--- src/rtl/bpg_pkg.sv ---
package bpg_pkg;

  // Limit a divider code to the legal range of one bus.
  function automatic int unsigned clamp_code(input int unsigned sel,
                                             input int unsigned lo,
                                             input int unsigned hi);
    if (sel < lo) return lo;
    if (sel > hi) return hi;
    return sel;
  endfunction

endpackage

--- src/rtl/bpg_sys_div.sv ---
module bpg_sys_div
  import bpg_pkg::*;
#(
  parameter int unsigned MAX_CODE = 9,
  parameter int unsigned SEL_W    = 4
) (
  input  logic             clk,
  input  logic             rst_n,
  input  logic [SEL_W-1:0] sel_i,
  output logic             en_o,
  output logic [SEL_W-1:0] act_o
);
  localparam int unsigned CNT_W = MAX_CODE + 1;

  logic [CNT_W-1:0] cnt;
  logic [CNT_W-1:0] last;
  logic [SEL_W-1:0] act;
  logic [SEL_W-1:0] nxt;
  logic             en_q;

  always_comb begin
    nxt  = SEL_W'(clamp_code(32'(sel_i), 0, MAX_CODE));
    last = (CNT_W'(1) << act) - CNT_W'(1);
  end

  // A new code is adopted only on the cycle that closes the current period.
  always_ff @(posedge clk or negedge rst_n) begin
    if (!rst_n) begin
      cnt  <= '0;
      act  <= '0;
      en_q <= 1'b0;
    end else if (cnt == last) begin
      cnt  <= '0;
      act  <= nxt;
      en_q <= 1'b1;
    end else begin
      cnt  <= cnt + CNT_W'(1);
      en_q <= 1'b0;
    end
  end

  assign en_o  = en_q;
  assign act_o = act;
endmodule

--- src/rtl/bpg_per_div.sv ---
module bpg_per_div
  import bpg_pkg::*;
#(
  parameter int unsigned MIN_CODE = 0,
  parameter int unsigned MAX_CODE = 4,
  parameter int unsigned SEL_W    = 3,
  parameter int unsigned N_PERIPH = 4
) (
  input  logic                clk,
  input  logic                rst_n,
  input  logic                base_en,
  input  logic [SEL_W-1:0]    sel_i,
  input  logic [N_PERIPH-1:0] gate_i,
  output logic                bus_o,
  output logic                tick_o,
  output logic [N_PERIPH-1:0] periph_o,
  output logic [SEL_W-1:0]    act_o
);
  localparam int unsigned CNT_W = MAX_CODE + 1;

  logic [CNT_W-1:0]    cnt;
  logic [CNT_W-1:0]    last;
  logic [CNT_W-1:0]    half_last;
  logic [SEL_W-1:0]    act;
  logic [SEL_W-1:0]    nxt;
  logic                bus_q;
  logic                tick_q;
  logic [N_PERIPH-1:0] gate_q;

  always_comb begin
    nxt       = SEL_W'(clamp_code(32'(sel_i), MIN_CODE, MAX_CODE));
    last      = (CNT_W'(1) << act) - CNT_W'(1);
    half_last = ((CNT_W'(1) << act) >> 1) - CNT_W'(1);
  end

  // Counts base strobes; tick doubles the rate when the divider is above /1.
  always_ff @(posedge clk or negedge rst_n) begin
    if (!rst_n) begin
      cnt    <= '0;
      act    <= SEL_W'(MIN_CODE);
      bus_q  <= 1'b0;
      tick_q <= 1'b0;
    end else begin
      bus_q  <= 1'b0;
      tick_q <= 1'b0;
      if (base_en) begin
        if (cnt == last) begin
          cnt    <= '0;
          act    <= nxt;
          bus_q  <= 1'b1;
          tick_q <= 1'b1;
        end else begin
          cnt    <= cnt + CNT_W'(1);
          tick_q <= (act != '0) && (cnt == half_last);
        end
      end
    end
  end

  // One gate cell per peripheral.
  for (genvar gi = 0; gi < N_PERIPH; gi++) begin : g_gate
    always_ff @(posedge clk or negedge rst_n) begin
      if (!rst_n) gate_q[gi] <= 1'b0;
      else        gate_q[gi] <= gate_i[gi];
    end
    assign periph_o[gi] = bus_q & gate_q[gi];
  end

  assign bus_o  = bus_q;
  assign tick_o = tick_q;
  assign act_o  = act;
endmodule

--- src/rtl/bus_prescaler_gate.sv ---
module bus_prescaler_gate #(
  parameter int unsigned SYS_MAX_CODE = 9,
  parameter int unsigned PER_MAX_CODE = 4,
  parameter int unsigned N_FAST       = 4,
  parameter int unsigned N_SLOW       = 4,
  localparam int unsigned SYS_SEL_W   = $clog2(SYS_MAX_CODE + 1),
  localparam int unsigned PER_SEL_W   = $clog2(PER_MAX_CODE + 1),
  localparam int unsigned RATIO_W     = SYS_MAX_CODE + PER_MAX_CODE + 1
) (
  input  logic                 clk,
  input  logic                 rst_n,
  input  logic [SYS_SEL_W-1:0] sys_div_sel,
  input  logic [PER_SEL_W-1:0] fast_div_sel,
  input  logic [PER_SEL_W-1:0] slow_div_sel,
  input  logic [N_FAST-1:0]    fast_gate,
  input  logic [N_SLOW-1:0]    slow_gate,
  output logic                 sys_en,
  output logic                 fast_en,
  output logic                 fast_tick,
  output logic                 slow_en,
  output logic                 slow_tick,
  output logic [N_FAST-1:0]    fast_periph_en,
  output logic [N_SLOW-1:0]    slow_periph_en,
  output logic [RATIO_W-1:0]   fast_bus_cycles,
  output logic [RATIO_W-1:0]   slow_bus_cycles
);
  logic [SYS_SEL_W-1:0] sys_act;
  logic [PER_SEL_W-1:0] fast_act;
  logic [PER_SEL_W-1:0] slow_act;

  bpg_sys_div #(
    .MAX_CODE (SYS_MAX_CODE),
    .SEL_W    (SYS_SEL_W)
  ) u_sys (
    .clk   (clk),
    .rst_n (rst_n),
    .sel_i (sys_div_sel),
    .en_o  (sys_en),
    .act_o (sys_act)
  );

  // Fast bus may run at the full system-bus rate.
  bpg_per_div #(
    .MIN_CODE (0),
    .MAX_CODE (PER_MAX_CODE),
    .SEL_W    (PER_SEL_W),
    .N_PERIPH (N_FAST)
  ) u_fast (
    .clk      (clk),
    .rst_n    (rst_n),
    .base_en  (sys_en),
    .sel_i    (fast_div_sel),
    .gate_i   (fast_gate),
    .bus_o    (fast_en),
    .tick_o   (fast_tick),
    .periph_o (fast_periph_en),
    .act_o    (fast_act)
  );

  // Slow bus is held to at most half the system-bus rate.
  bpg_per_div #(
    .MIN_CODE (1),
    .MAX_CODE (PER_MAX_CODE),
    .SEL_W    (PER_SEL_W),
    .N_PERIPH (N_SLOW)
  ) u_slow (
    .clk      (clk),
    .rst_n    (rst_n),
    .base_en  (sys_en),
    .sel_i    (slow_div_sel),
    .gate_i   (slow_gate),
    .bus_o    (slow_en),
    .tick_o   (slow_tick),
    .periph_o (slow_periph_en),
    .act_o    (slow_act)
  );

  assign fast_bus_cycles = RATIO_W'(1) << (int'(sys_act) + int'(fast_act));
  assign slow_bus_cycles = RATIO_W'(1) << (int'(sys_act) + int'(slow_act));
endmodule

--- config.mk ---
export PLATFORM = sky130hd
export DESIGN_NAME = bus_prescaler_gate
export DESIGN_NICKNAME = d
export VERILOG_FILES = /design/src/rtl/bpg_pkg.sv /design/src/rtl/bpg_sys_div.sv /design/src/rtl/bpg_per_div.sv /design/src/rtl/bus_prescaler_gate.sv
export SDC_FILE = /design/constraint.sdc
export NUM_CORES = 1
export LEC_CHECK = 0
export CAP_MARGIN = 0
export CORE_MARGIN = 5
export CORE_UTILIZATION = 50
export CTS_CLUSTER_SIZE = 40
export DETAILED_ROUTE_END_ITERATION = 16
export DONT_BUFFER_PORTS = 1
export PLACE_DENSITY = 0.71
export SYNTH_ARGS = -nofsm -noshare
export SYNTH_HDL_FRONTEND = slang
export SYNTH_SLANG_ARGS = --single-unit
--- constraint.sdc ---
create_clock -name clk -period 2.93 [get_ports clk]
set_input_delay 0.1465 -clock clk [delete_from_list [all_inputs] [get_ports clk]]
set_output_delay 0.1465 -clock clk [all_outputs]
set_load 0.05 [all_outputs]
# == Word-level counts from Yosys, hierarchy flattened ==
# Cells that the tools add are included.
# word_totals
ff_bits,43
latchBits,0
ram_bits,0
mem_bits_ro,0
in_bits,20
output_inout_bits,41
word_cells,82
mem_count,0
# classes
n_addsub,10
mul,0
div_mod_pow,0
magnitude_cmp,4
n_eq_ne,5
shift,5
mux,25
bitwise_logic,8
reduce_logical,6
# op_table
cell,count
$shl 1x5->14 const A,2
$eq 5x5->1,4
$mux 1,15
$mux 3,5
$add 10x1->10 const B,1
$add 4x3->5,2
$add 5x1->5 const B,2
$eq 10x10->1,1
$mux 10,1
$mux 5,2
$shl 1x3->5 const A,2
$shl 1x4->10 const A,1
$sub 10x2->10 const B,1
$sub 4x1->5 const B,2
$sub 5x2->5 const B,2
$and 1x1->1,8
$mux 4,2
$gt 3x3->1 const B,2
$reduce_bool 3->1,2
$gt 4x4->1 const B,1
$reduce_and 2->1,2
$lt 3x1->1 const B,1
$logic_and 1x1->1,2

# == Depth between registers and ports, before layout ==
# depth
word_depth,6
ltp_mapped,12
ltp_nobuf,9

# == Hierarchy ==
# Synthesis repeated with hierarchy kept, for this count alone.
# unflattened
cells_unflattened,351
hier_area_um2,3303.2
# by_module_without_submodules
module,instances,cells_per_inst,area_each_um2,seq_area_each_um2
bpg_sys_div,1,96,948.4,375.4
bpg_per_div (u_slow),1,94,933.4,351.6
bpg_per_div (u_fast),1,93,907.1,350.3
bus_prescaler_gate,1,68,514.2,0.0

# == Worst setup path before layout ==
# Ideal clock, no wire load.
# synth_timing
path_kind,reg2reg
startpoint,reg u_sys.act[3] (netlist: u_sys.act_o[3])
endpoint,reg u_sys.act[3] (netlist: u_sys.act_o[3])
setup_time_ps,125
arrival_time_ps,2769
required_ps,2805
setup_slack_ps,36
stages_incl_launch_ff,12
path_buffers,3
synth_period_minus_slack_ps,2894
path_cell_list,dfrtp_1 > clkbuf_1 > buf_1 > nand3b_1 > ha_1 > buf_2 > nor2_1 > mux2_2 > a21oi_1 > xnor2_1 > nor4b_4 > mux2_2
# synth_between
elab_chain_len,3
# synth_rtl
item,line_no,source
"start, declared",bpg_sys_div.sv:17,logic [SEL_W-1:0] act;
"start signal, assigned",bpg_sys_div.sv:34,act <= nxt;
$shl 1x4->10,bpg_sys_div.sv:23,last = (CNT_W'(1) << act) - CNT_W'(1);
$sub 10x2->10,bpg_sys_div.sv:23,
$eq 10x10->1,bpg_sys_div.sv:32,end else if (cnt == last) begin
# No other way between the ends.
# A chain may end at the register's enable or synchronous reset.

# == Worst setup path after layout ==
# layout_timing
startpoint,reg u_sys.act[0] (netlist: u_sys.act_o[0])
endpoint,out fast_bus_cycles[0]
# layout_between
elab_chain_len,2
# layout_rtl
item,line_no,source
$add 4x3->5,bus_prescaler_gate.sv:78,assign fast_bus_cycles = RATIO_W'(1) << (int'(sys_act) + int'(fast_act));
$shl 1x5->14,bus_prescaler_gate.sv:78,
"end, declared",bus_prescaler_gate.sv:24,"output logic [RATIO_W-1:0] fast_bus_cycles,"
# No other way between the ends.

==> results.cfg <==
[min_path]
hold_path.class = in -> reg

[setup_path]
startpoint_type = flop
crit_path_end_kind = primary output
slowest_stage = fa_1
critPathKind = reg -> out
required_ps = 2780
cp_top_family = simple AND/OR/NAND/NOR gates
crit_path_max_incr_delay_ps = 430
cp_cell_sequence = buf_4 > ha_1 > fa_1 > a21o_1 > and2_1 > or3_1 > nor2_1 > buf_6
worst-path-buf-inv = 2
path_max_fanout = 10
crit_arrival_ps = 2660

[sta]
slew_headroom_pct = 60.6
hold_viol = 0
finalSetupViolations = 0
drv_slew = 0
finalCritPeriodShare_pct = 95.8
rsz0062_at_grt = no
clock.fmax_ghz = 0.356
setup_tns_ps = 0
finClkSkew_ps = 13.0
worstMarginPinSlew_ps = 591
min_period_ps = 2810
whs_ps = 26.4

[floorplanning]
rows = 28
core_area_mm2 = 0.00596
die_area_mm2 = 0.00786
start_util_pct = 52.0
die_x_um = 88.7
fp.dieH_um = 88.7
ios = 61

[final_layout]
multi_input_area_mm2 = 0.00190
utilization_pct = 60.9
area_growth_pct = 17.1
fill_cells = 539
seq_area_mm2 = 0.00108
drive_gt1_share_pct = 15.9
nNetsFinal = 429
final_cells = 470
antenna_cells = 0

[power]
peakVddDrop_mv = 0.329
p_leak_nw = 1.63
power_density_mw_per_mm2 = 582
power_w = 0.00211

[synth]
yosys_warnings = 0
yosys_register_bits = 43
syn-mean-instance-area_um2 = 8.65
synth-async-reset-ratio_pct = 100
synth-main-ff-cell = dfrtp_1
syn_area_mm2 = 0.00310
ys_seq_area_share_pct = 34.8
synth-edff-count = 0
syn_inst = 358
synth_fp_nets = 393
synth_cell_types = 54

[clocking]
clock-sinks = 43
cts_buffers = 5
insertion_delay_ps = 300
cts_tree = done
root_buffer = clkbuf_8
clockBufferDepth = 2
clkTransAtPathRegs_ps = 90
htree_levels = 2

[global_routing]
grt_pass1_wl_um = 12000
gr-usage-all-layers_pct = 19.3
grt_max_degree = 44
antenna_found_initial = 0
grt_overflow = 0
grt_pass1_vias = 2591

[placement]
place_congestion = 0.941
placed_cells = 449
io_buffers = 0
hpwl_um = 5070

[flow_run]
drv_cap = 0

[routing]
avgViaCountPerCell = 5.60
drt_iter0_drc = 236
drt_pass1_iterations = 4
drc = 0
drt_wl_total_um = 7010
vias = 2632
ant_nets = 0
wl_per_cell_um = 14.9

[status]
outcome = complete, no violations
area by class of cell:
type	instances	area share, %
timing repair buffer	51	12.0
sequential	43	29.7
clock buffer	6	2.28
inverter	5	0.518
tap	75	2.59
clock inverter	2	0.449
multi-input combinational	288	52.4
metrics by stage:
stage	worst slack, ps	area [µm²]
after floorplan	36.4	3100
after global placement	356	3370
after detailed placement	273	3370
after CTS	118	3620
after global routing	6.75	3630
final	123	3630
path summary, 6_finish.rpt:
check,from,to,slack (ps),cells past startpoint
min in group asynchronous,rst_n,u_sys.cnt[2]$_DFF_PN0_,330,2
hold / removal,slow_div_sel[1],u_slow.act_o[1]$_DFFE_PN0P_,30,2
hold reg to reg,u_sys.cnt[0]$_DFF_PN0_,u_sys.cnt[0]$_DFF_PN0_,580,1
max in group asynchronous,rst_n,u_slow.act_o[0]$_DFFE_PN1P_,2310,2
setup / recovery,u_sys.act_o[0]$_DFFE_PN0N_,fast_bus_cycles[0],120,8
setup reg to reg,u_fast.act_o[2]$_DFFE_PN0P_,u_fast.act_o[1]$_DFFE_PN0P_,310,9
power by group:
| part | internal [W] | leakage (nW) | switching (W) |
|---|---|---|---|
| registers | 0.000670 | 0.540 | 0.000134 |
| clock network | 0.000192 | 0.0474 | 0.000209 |
| logic | 0.000357 | 1.04 | 0.000550 |
| total | 0.00122 | 1.63 | 0.000893 |
registers in the layout (all words and copies together) (netlist names):
| signal | flops |
|---|---|
| u_fast.bus_o | 1 |
| u_sys.cnt | 10 |
| u_slow.bus_o | 1 |
| u_fast.cnt | 5 |
| u_slow.cnt | 5 |
| u_slow.act_o | 3 |
| u_fast.tick_o | 1 |
| u_sys.act_o | 4 |
| u_fast.act_o | 3 |
| u_slow.tick_o | 1 |
| u_fast.gate_q | 4 |
| u_sys.en_o | 1 |
| u_slow.gate_q | 4 |
cells in the mapped netlist, drive strengths merged (5+ instances only):
| library cell | instances | area [µm²] |
|---|---|---|
| a21o | 9 | 67.6 |
| o21ai | 17 | 85.1 |
| and2 | 15 | 93.8 |
| xor2 | 16 | 140 |
| a21oi | 16 | 80.1 |
| ha | 13 | 163 |
| nor2b | 9 | 56.3 |
| xnor2 | 16 | 140 |
| or3 | 6 | 37.5 |
| buf | 9 | 50.0 |
| mux2 | 11 | 131 |
| inv | 5 | 18.8 |
| nand3 | 14 | 70.1 |
| dfrtp | 42 | 1050 |
| nor2 | 55 | 206 |
| nor4 | 7 | 58.8 |
| nor3 | 11 | 55.1 |
| clkbuf | 13 | 50.0 |
| nand2 | 27 | 101 |
placed cells by master (no fill, tap or decap), types with 2 or more instances in the layout:
cell and instances:
a21o_1 9, a21oi_1 16, a22o_1 3, and2_1 14, and3_1 4, buf_4 37
clkbuf_8 6, dfrtp_1 41, dlygate4sd3_1 12, fa_1 2, ha_1 13, inv_1 5
mux2_2 9, mux2_4 2, nand2_1 27, nand2b_1 2, nand3_1 14, nand3b_1 3
nand4_1 4, nor2_1 55, nor2b_1 9, nor3_1 11, nor4_1 6, o211ai_1 4
o21ai_0 16, o21bai_1 3, o2bb2ai_1 3, or3_1 6, xnor2_1 16, xor2_1 16
routing by layer:
layer | vias to the layer above | global-route usage, % | part of all wire [%]
li1 | 1320 | - | -
met1 | 1221 | 25.0 | 45
met2 | 78 | 32.1 | 46
met3 | 13 | 4.10 | 7.5
met4 | 0 | 6.32 | 1.5
met5 | - | 0 | 0
cells by family after synthesis:
logic type,share of synthesized area [%]
AND/OR/NAND/NOR,26.8
AO/OA/AOI/OAI,14.7
flip-flops,34.8
XOR/XNOR,9.05
buffers and inverters,3.84
adder cells (fa/ha/maj),6.55
multiplexers,4.24
repair_timing:
| action | CTS | global route |
|---|---|---|
| resized for setup | 0 | 2 |
| hold buffers | 13 | 0 |
| hold endpoints to repair | 54 | 0 |
| setup buffers | 0 | 0 |
| endpoints found under the setup margin | 0 | 3 |
Power figures use the tool's default switching activity.
